$ cat src/rtl/trig_validate_ctrl.sv
module trig_validate_ctrl #(
  parameter int TICK_DIV = 313,
  parameter int DW       = 8
) (
  input  logic          clk,
  input  logic          rst_n,
  input  logic          trig_in,
  input  logic          posttrig_done,
  input  logic          ext_pin,
  input  logic          mode_validate,
  input  logic          conv_done,
  input  logic [DW-1:0] lat_reg,
  input  logic [DW-1:0] rearm_reg,
  output logic          sample_wr_en,
  output logic          digitize_start,
  output logic          trig_en,
  output logic          busy
);

  localparam int PW = (TICK_DIV > 1) ? $clog2(TICK_DIV) : 1;

  typedef enum logic [2:0] {S_ARMED, S_POST, S_WIN, S_CONV, S_REARM} st_t;

  st_t           st;
  logic [PW-1:0] pre;
  logic [DW-1:0] cnt;
  logic          start_q;

  logic tick, timed, accept;

  assign timed  = (st == S_WIN) || (st == S_REARM);
  assign tick   = timed && (pre == PW'(TICK_DIV - 1));
  assign accept = trig_in && trig_en;

  assign trig_en        = (st == S_ARMED) && (mode_validate || ext_pin);
  assign busy           = (st != S_ARMED);
  assign sample_wr_en   = (st == S_ARMED) || (st == S_POST) || (st == S_REARM);
  assign digitize_start = start_q;

  always_ff @(posedge clk or negedge rst_n) begin
    if (!rst_n)
      pre <= '0;
    else if (!timed || tick)
      pre <= '0;
    else
      pre <= pre + 1'b1;
  end

  always_ff @(posedge clk or negedge rst_n) begin
    if (!rst_n) begin
      st      <= S_ARMED;
      cnt     <= '0;
      start_q <= 1'b0;
    end else begin
      start_q <= 1'b0;
      case (st)
        S_ARMED: if (accept) st <= S_POST;
        S_POST: if (posttrig_done) begin
          if (mode_validate) begin
            st  <= S_WIN;
            cnt <= lat_reg;
          end else begin
            st      <= S_CONV;
            start_q <= 1'b1;
          end
        end
        S_WIN: begin
          if (ext_pin) begin
            st      <= S_CONV;
            start_q <= 1'b1;
          end else if (tick) begin
            if (cnt == '0) begin
              st  <= S_REARM;
              cnt <= (rearm_reg == '0) ? DW'(1) : rearm_reg;
            end else begin
              cnt <= cnt - 1'b1;
            end
          end
        end
        S_CONV: if (conv_done) st <= S_ARMED;
        S_REARM: if (tick) begin
          if (cnt <= DW'(1)) st <= S_ARMED;
          else cnt <= cnt - 1'b1;
        end
        default: st <= S_ARMED;
      endcase
    end
  end

  p_start_pulse_r12: assert property (@(posedge clk) disable iff (!rst_n)
    digitize_start |=> !digitize_start);

  p_accept_busy_r4: assert property (@(posedge clk) disable iff (!rst_n)
    (trig_in && trig_en) |=> (busy && !trig_en));

  p_gate_ignore_r2: assert property (@(posedge clk) disable iff (!rst_n)
    (!busy && !mode_validate && !ext_pin) |=> !busy);

  p_confirm_start_r7: assert property (@(posedge clk) disable iff (!rst_n)
    (st == S_WIN && ext_pin) |=> digitize_start);

  p_no_write_convert_r5: assert property (@(posedge clk) disable iff (!rst_n)
    digitize_start |-> (!sample_wr_en && busy));

  p_conv_idle_r11: assert property (@(posedge clk) disable iff (!rst_n)
    (st == S_CONV && conv_done) |=> !busy);

  p_rearm_min_r10: assert property (@(posedge clk) disable iff (!rst_n)
    (st == S_REARM) |-> (cnt != '0));

endmodule

$ cat config.mk
export PLATFORM = sky130hd
export DESIGN_NAME = trig_validate_ctrl
export DESIGN_NICKNAME = d
export VERILOG_FILES = /design/src/rtl/trig_validate_ctrl.sv
export SDC_FILE = /design/constraint.sdc
export NUM_CORES = 1
export LEC_CHECK = 0
export BUFFER_PORTS_ARGS = -buffer_cell sky130_fd_sc_hd__buf_2
export CORE_MARGIN = 3
export CORE_UTILIZATION = 55
export DETAILED_ROUTE_END_ITERATION = 6
export HOLD_SLACK_MARGIN = 0.08
export PLACE_DENSITY = 0.79
export SLEW_MARGIN = 20
export SYNTH_ARGS = -nofsm -noshare
export SYNTH_HDL_FRONTEND = slang
export SYNTH_SLANG_ARGS = --single-unit
$ cat constraint.sdc
create_clock -name clk -period 2.5 [get_ports clk]
set_clock_uncertainty 0.15 [all_clocks]
set_input_delay 0.125 -clock clk [delete_from_list [all_inputs] [get_ports clk]]
set_output_delay 0.125 -clock clk [all_outputs]
set_load 0.02 [all_outputs]
==> impl_metrics.ini, run 1 <==
[routing]
drt_first_pass_iters = 4
wire_per_inst_um = 15.5
wl_um = 3460
drc = 0
viasPerCell = 6.00
drtIter0Drc = 95
final_antenna_net_count = 0
vias = 1338

[hold_path]
hold_class = in2reg

[clock_tree]
cts_tree = done
clock_latency_ns = 0.31
cts.path.max_buffers = 2
cts_sinks = 21
htree_levels = 1
cts_buffers = 3
root_buffer = clkbuf_4
path_clk_slew_ns = 0.12

[critical_path]
critPathCaptureType = flip-flop
worst_r2r_endpoint = cnt[7]
setup.worst_path.start = cnt[0]
worstPathMaxFanout = 14
cp.required_ns = 2.53
crit_path_end = cnt[7]
cp-start-kind = flip-flop
reg2reg_from = cnt[0]
r2r_cells = 7
rrSetupSlack_ns = 0.13
arrival_ns = 2.40
path_class = reg2reg

[final_layout]
final_cell_area_sq_um = 1750
antennaDiodeCount = 0
drive_above_1_share = 0.226
fin_nets = 223
fin_util = 0.750
final_common_cell = buf_2
area_growth_syn_to_layout_pct = 21.7
mostFrequentLayoutCells = buf_2, dfrtp_1, nor2_1, dlygate4sd3_1, a21oi_1

[sta]
drv_slew = 0
fin_ws_ns = 0.128
setup_viol = 0
worstMarginPinSlew_ns = 0.565
slew_headroom = 0.623
period_minus_slack_ns = 2.37
setup_tns_ns = 0
rsz0062_at_grt = false
fin_hold_ws_ns = 0.0790
post-route-period-util = 0.949
fmax_mhz = 422
finalHoldViolations = 0

[floorplan]
fp.dieH_um = 57.2
core_area_sq_um = 2340
dieArea_sq_um = 3270
io_pins = 27
core.rowCount = 17
die_w_um = 57.2
start_util = 0.616

[yosys]
synth-edff-count = 0
netlist_instances = 156
synthAdderAreaFrac = 0.0347
ys_ff_latch = 21
synthFlopType = dfrtp_1
syn_area_sq_um = 1440
synth_top_area_cell = dfrtp_1
synth_top_family_by_area = simple AND/OR/NAND/NOR gates
synthSimpleGateAreaFrac = 0.279
synth-compound-area-share = 0.217
synthArstFlopShare = 1.00
syn_nets = 183
synth.top_cell.area_share = 0.365
yosysWarnings = 0
ys_seq_area_frac = 0.365
yosysUniqueCellTypes = 50
synthMuxAreaShare = 0.0313
synthTopCellsByArea = dfrtp_1, nor2_1, a21oi_1
syn_area_per_cell_sq_um = 9.24
yosys.area_share.xor_xnor = 0.0365

[placed_design]
portBuffers = 26
gp_congestion = 0.928
post_dp_cell_area_sq_um = 1600
place_ws_ns = 0.146
dpl.hpwl_um = 2530

[global_routing]
grt_use_total = 0.224
grt_remaining_overflow = 0
grt_max_degree = 22
grt_pass1_vias = 1341
grt_pass1_wl_um = 5920
antenna_found_initial = 0

[pwr]
power_density_nw_per_um2 = 932
p_leak_uw = 0.000738
vdd_drop_max_v = 0.000740

[run_status]
outcome = completed

[job]
cap_violations = 0
[through the flow]
stage               power, uW  instances
global placement         1380        207
CTS                      1610        223
global route             1770        223
floorplan                1210        156
finish                   1630        223
detailed placement       1420        207
[worst min path at each step]
stage / to / from / cells past startpoint / slack (ns)
5_1_grt: cnt[0] / rearm_reg[0] / 4 / 0.09
3_5_place_dp: cnt[5] / rst_n / 1 / -0.04
4_1_cts: cnt[3] / lat_reg[3] / 4 / 0.08
3_3_place_gp: cnt[3] / rst_n / 1 / -0.06
2_1_floorplan: cnt[0] / rst_n / 0 / -0.32
6_report: cnt[0] / rearm_reg[0] / 4 / 0.08
[cells by family after synthesis]
logic type	Yosys count
XOR/XNOR	6
AND/OR/NAND/NOR	65
flip-flops	21
AO/OA/AOI/OAI	44
adder cells (fa/ha/maj)	4
multiplexers	4
buffers and inverters	12
[sequential cells by signal (all words and copies together) (netlist names)]
register / cells
pre: 9
digitize_start: 1
cnt: 8
st: 3
[power by group]
group | internal [uW] | leakage (uW) | total, uW | switching [uW]
sequential | 435 | 0.000275 | 603 | 168
combinational | 397 | 0.000448 | 869 | 472
clock | 62.3 | 0.0000150 | 162 | 99.9
total | 894 | 0.000738 | 1630 | 740
[cells in the mapped netlist (3+ instances only)]
master     n
o21ai_1    8
nor4_1     3
xor2_1     3
nor3b_1    4
dfrtp_1   21
and3_1     3
xnor2_1    3
ha_1       4
a22oi_1    3
nand3_1    4
clkbuf_1   4
nand2_1    6
nor2_1    16
or3_1      3
nand2b_1   6
inv_1      6
a21oi_1   11
or3b_1     3
[per-layer routing]
layer | part of all wire | track usage
met1 | 0.46 | 0.310
met3 | 0.066 | 0.0226
met2 | 0.45 | 0.362
met5 | 0 | 0
met4 | 0.016 | 0.0861
[cell type report]
class                           count  area (sq um)
Multi-Input combinational cell    123           872
Fill cell                         185           586
Sequential cell                    21           526
Timing Repair Buffer               41           273
Tap cell                           28          35.0
Clock buffer                        4          26.3
Inverter                            6          22.5
[critical path, cell delays in order (launching register included)]
cell       delay (ns)
dfrtp_1          0.42
inv_1            0.08
ha_1             0.27
or2_1            0.25
a311oi_2         0.47
o22ai_4          0.24
o21bai_1         0.22
o2bb2ai_1        0.14
[what timing repair did]
action / CTS / global route
endpoints found under the setup margin: 0 / 5
buffers inserted: 0 / 0
hold buffers: 12 / 0
resized for setup: 0 / 2
endpoints found under the hold margin: 29 / 0
Power figures use the tool's default switching activity.
==> inputs of run 2 (changes only) <==
- SLEW_MARGIN: 20 -> default
- clock period: 2.5 -> 2.65 ns (I/O delays scaled with it)
==> run 2 against run 1 <==
Non-clock buffer count decreased by 2. Sequential power decreased by 7.8%. Combinational power decreased by 10%. Cell count decreased by 0.90%. Flip-flop and latch count unchanged. Wire length decreased by 8.9%. Critical path depth unchanged. Total power decreased by 9.2%. Utilization decreased by 1.1 points. Via count decreased by 1.5%. Hold slack improved by 0.015 ns.
==> impl_metrics.ini, run 2 (synthesis gave the netlist of run 1 again) <==
[floorplan]
io_pins = 27
core_area_sq_um = 2340
start_util = 0.616
fp.dieH_um = 57.2
die_w_um = 57.2
dieArea_sq_um = 3270
core.rowCount = 17

[global_routing]
grt_pass1_wl_um = 5400
grt_use_total = 0.203
grt_max_degree = 22
antenna_found_initial = 0
grt_pass1_vias = 1236
grt_remaining_overflow = 0

[critical_path]
rrSetupSlack_ns = 0.29
critPathBufInv = 1
crit_chain = inv_1, ha_1, or2_1, a311oi_2, o22ai_2, o21ba_1, o22ai_1
cp_top_family = compound AO/OA/AOI/OAI gates
worstPathMaxFanout = 14
path_class = reg2reg
arrival_ns = 2.37
cp.required_ns = 2.66
critPathCaptureType = flip-flop
cp_slowest_cell = dfrtp_1
cp-start-kind = flip-flop
max_stage_delay_ns = 0.43

[pwr]
combPwrFrac = 0.527
swShare = 0.447
vdd_drop_max_v = 0.000613
seq_power_share = 0.375
p_leak_uw = 0.000730
switchingPower_uw = 663
power_density_nw_per_um2 = 858
p_clk_frac = 0.099
power.internal_uw = 820

[sta]
setup_viol = 0
post-route-period-util = 0.892
slew_headroom = 0.640
worstMarginPinSlew_ns = 0.540
period_minus_slack_ns = 2.36
setup_tns_ns = 0
finalHoldViolations = 0
drv_slew = 0
fmax_mhz = 423
rsz0062_at_grt = false

[placed_design]
dpl.hpwl_um = 2360
gp_congestion = 0.869
post_dp_cell_area_sq_um = 1590
portBuffers = 26

[clock_tree]
cts_sinks = 21
cts_buffers = 3
post_cts_buffers = 0
clock_latency_ns = 0.30
cts.path.max_buffers = 2
cts_tree = done
path_clk_slew_ns = 0.10
root_buffer = clkbuf_4
htree_levels = 1

[final_layout]
final_cell_area_sq_um = 1730
area_growth_syn_to_layout_pct = 19.9
fillers = 174
drive_above_1_share = 0.223
largest_reg_flops = 9
antennaDiodeCount = 0
top_register = pre
fin_nets = 221
reg.largest.list = pre: 9 flops, cnt: 8 flops, st: 3 flops
final_common_cell = buf_2
mostFrequentLayoutCells = buf_2, dfrtp_1, nor2_1, a21oi_1, dlygate4sd3_1

[routing]
final_antenna_net_count = 0
wire_per_inst_um = 14.3
drc = 0
viasPerCell = 5.96
wl_um = 3150
drtIter0Drc = 76
drt_first_pass_iters = 4
vias = 1318

[run_status]
outcome = completed

[hold_path]
hold_class = in2reg

[job]
cap_violations = 0
-- run 2: cell count changes in the layout (fill, tap and decap cells not counted) --
cell,previous run,this run
buf_4,3,2
clkbuf_1,1,0
clkinv_2,0,1
dlygate4sd3_1,12,11
o22ai_2,0,1
o22ai_4,1,0
or3b_1,2,3
or3b_4,1,0
-- run 2: final cells by class --
class                           instances  area [sq um]  area share
Multi-Input combinational cell        123           862       0.499
Sequential cell                        21           526       0.304
Timing Repair Buffer                   39           255       0.148
Tap cell                               28          35.0      0.0203
Clock buffer                            3          22.5      0.0130
Inverter                                6          22.5      0.0130
Clock inverter                          1          5.00     0.00290
-- run 2: metal layers --
| metal | global-route usage | up-vias | part of all wire |
|---|---|---|---|
| met3 | 0.0249 | 4 | 0.082 |
| met5 | 0 | - | 0 |
| met2 | 0.334 | 52 | 0.45 |
| met4 | 0.0497 | 0 | 0.0076 |
| met1 | 0.285 | 603 | 0.46 |
| li1 | - | 659 | - |
-- run 2: through the flow --
| stage | cells | power (uW) | util | hold WS, ns | worst slack (ns) |
|---|---|---|---|---|---|
| detailed placement | 206 | 1320 | 0.680 | -0.0401 | 0.288 |
| global placement | 206 | 1290 | 0.680 | -0.0414 | 0.414 |
| floorplan | 156 | 1140 | - | -0.313 | 0.518 |
| CTS | 221 | 1490 | 0.739 | 0.0958 | 0.274 |
| finish | 221 | 1480 | 0.739 | 0.0940 | 0.286 |
| global route | 221 | 1610 | 0.739 | 0.132 | 0.0952 |
-- run 2: worst reg2reg max path, stage by stage (launching register included) --
cell	delay, ns
dfrtp_1	0.43
inv_1	0.08
ha_1	0.26
or2_1	0.26
a311oi_2	0.39
o22ai_2	0.29
o21ba_1	0.30
o22ai_1	0.07
-- run 2: power by group through the flow --
| stage | registers (uW) | clock network (uW) | logic (uW) |
|---|---|---|---|
| floorplan | 498 | 0 | 642 |
| global route | 574 | 163 | 874 |
| detailed placement | 558 | 0 | 761 |
| CTS | 551 | 155 | 781 |
| finish | 556 | 146 | 781 |
| global placement | 552 | 0 | 740 |
-- run 2: worst paths after layout --
| path | startpoint | to | cells after the start |
|---|---|---|---|
| max | cnt[0] | cnt[5] | 7 |
| min | lat_reg[1] | cnt[1] | 4 |
| max reg2reg | cnt[0] | cnt[5] | 7 |
| min reg2reg | pre[0] | pre[0] | 1 |
| max in group asynchronous | rst_n | cnt[4] | 2 |
| min in group asynchronous | rst_n | pre[2] | 2 |
-- run 2: timing repair --
item,4_1_cts,5_1_grt
hold buffers,11,0
resized for setup,0,0
hold endpoints to repair,28,0
endpoints found under the setup margin,0,0
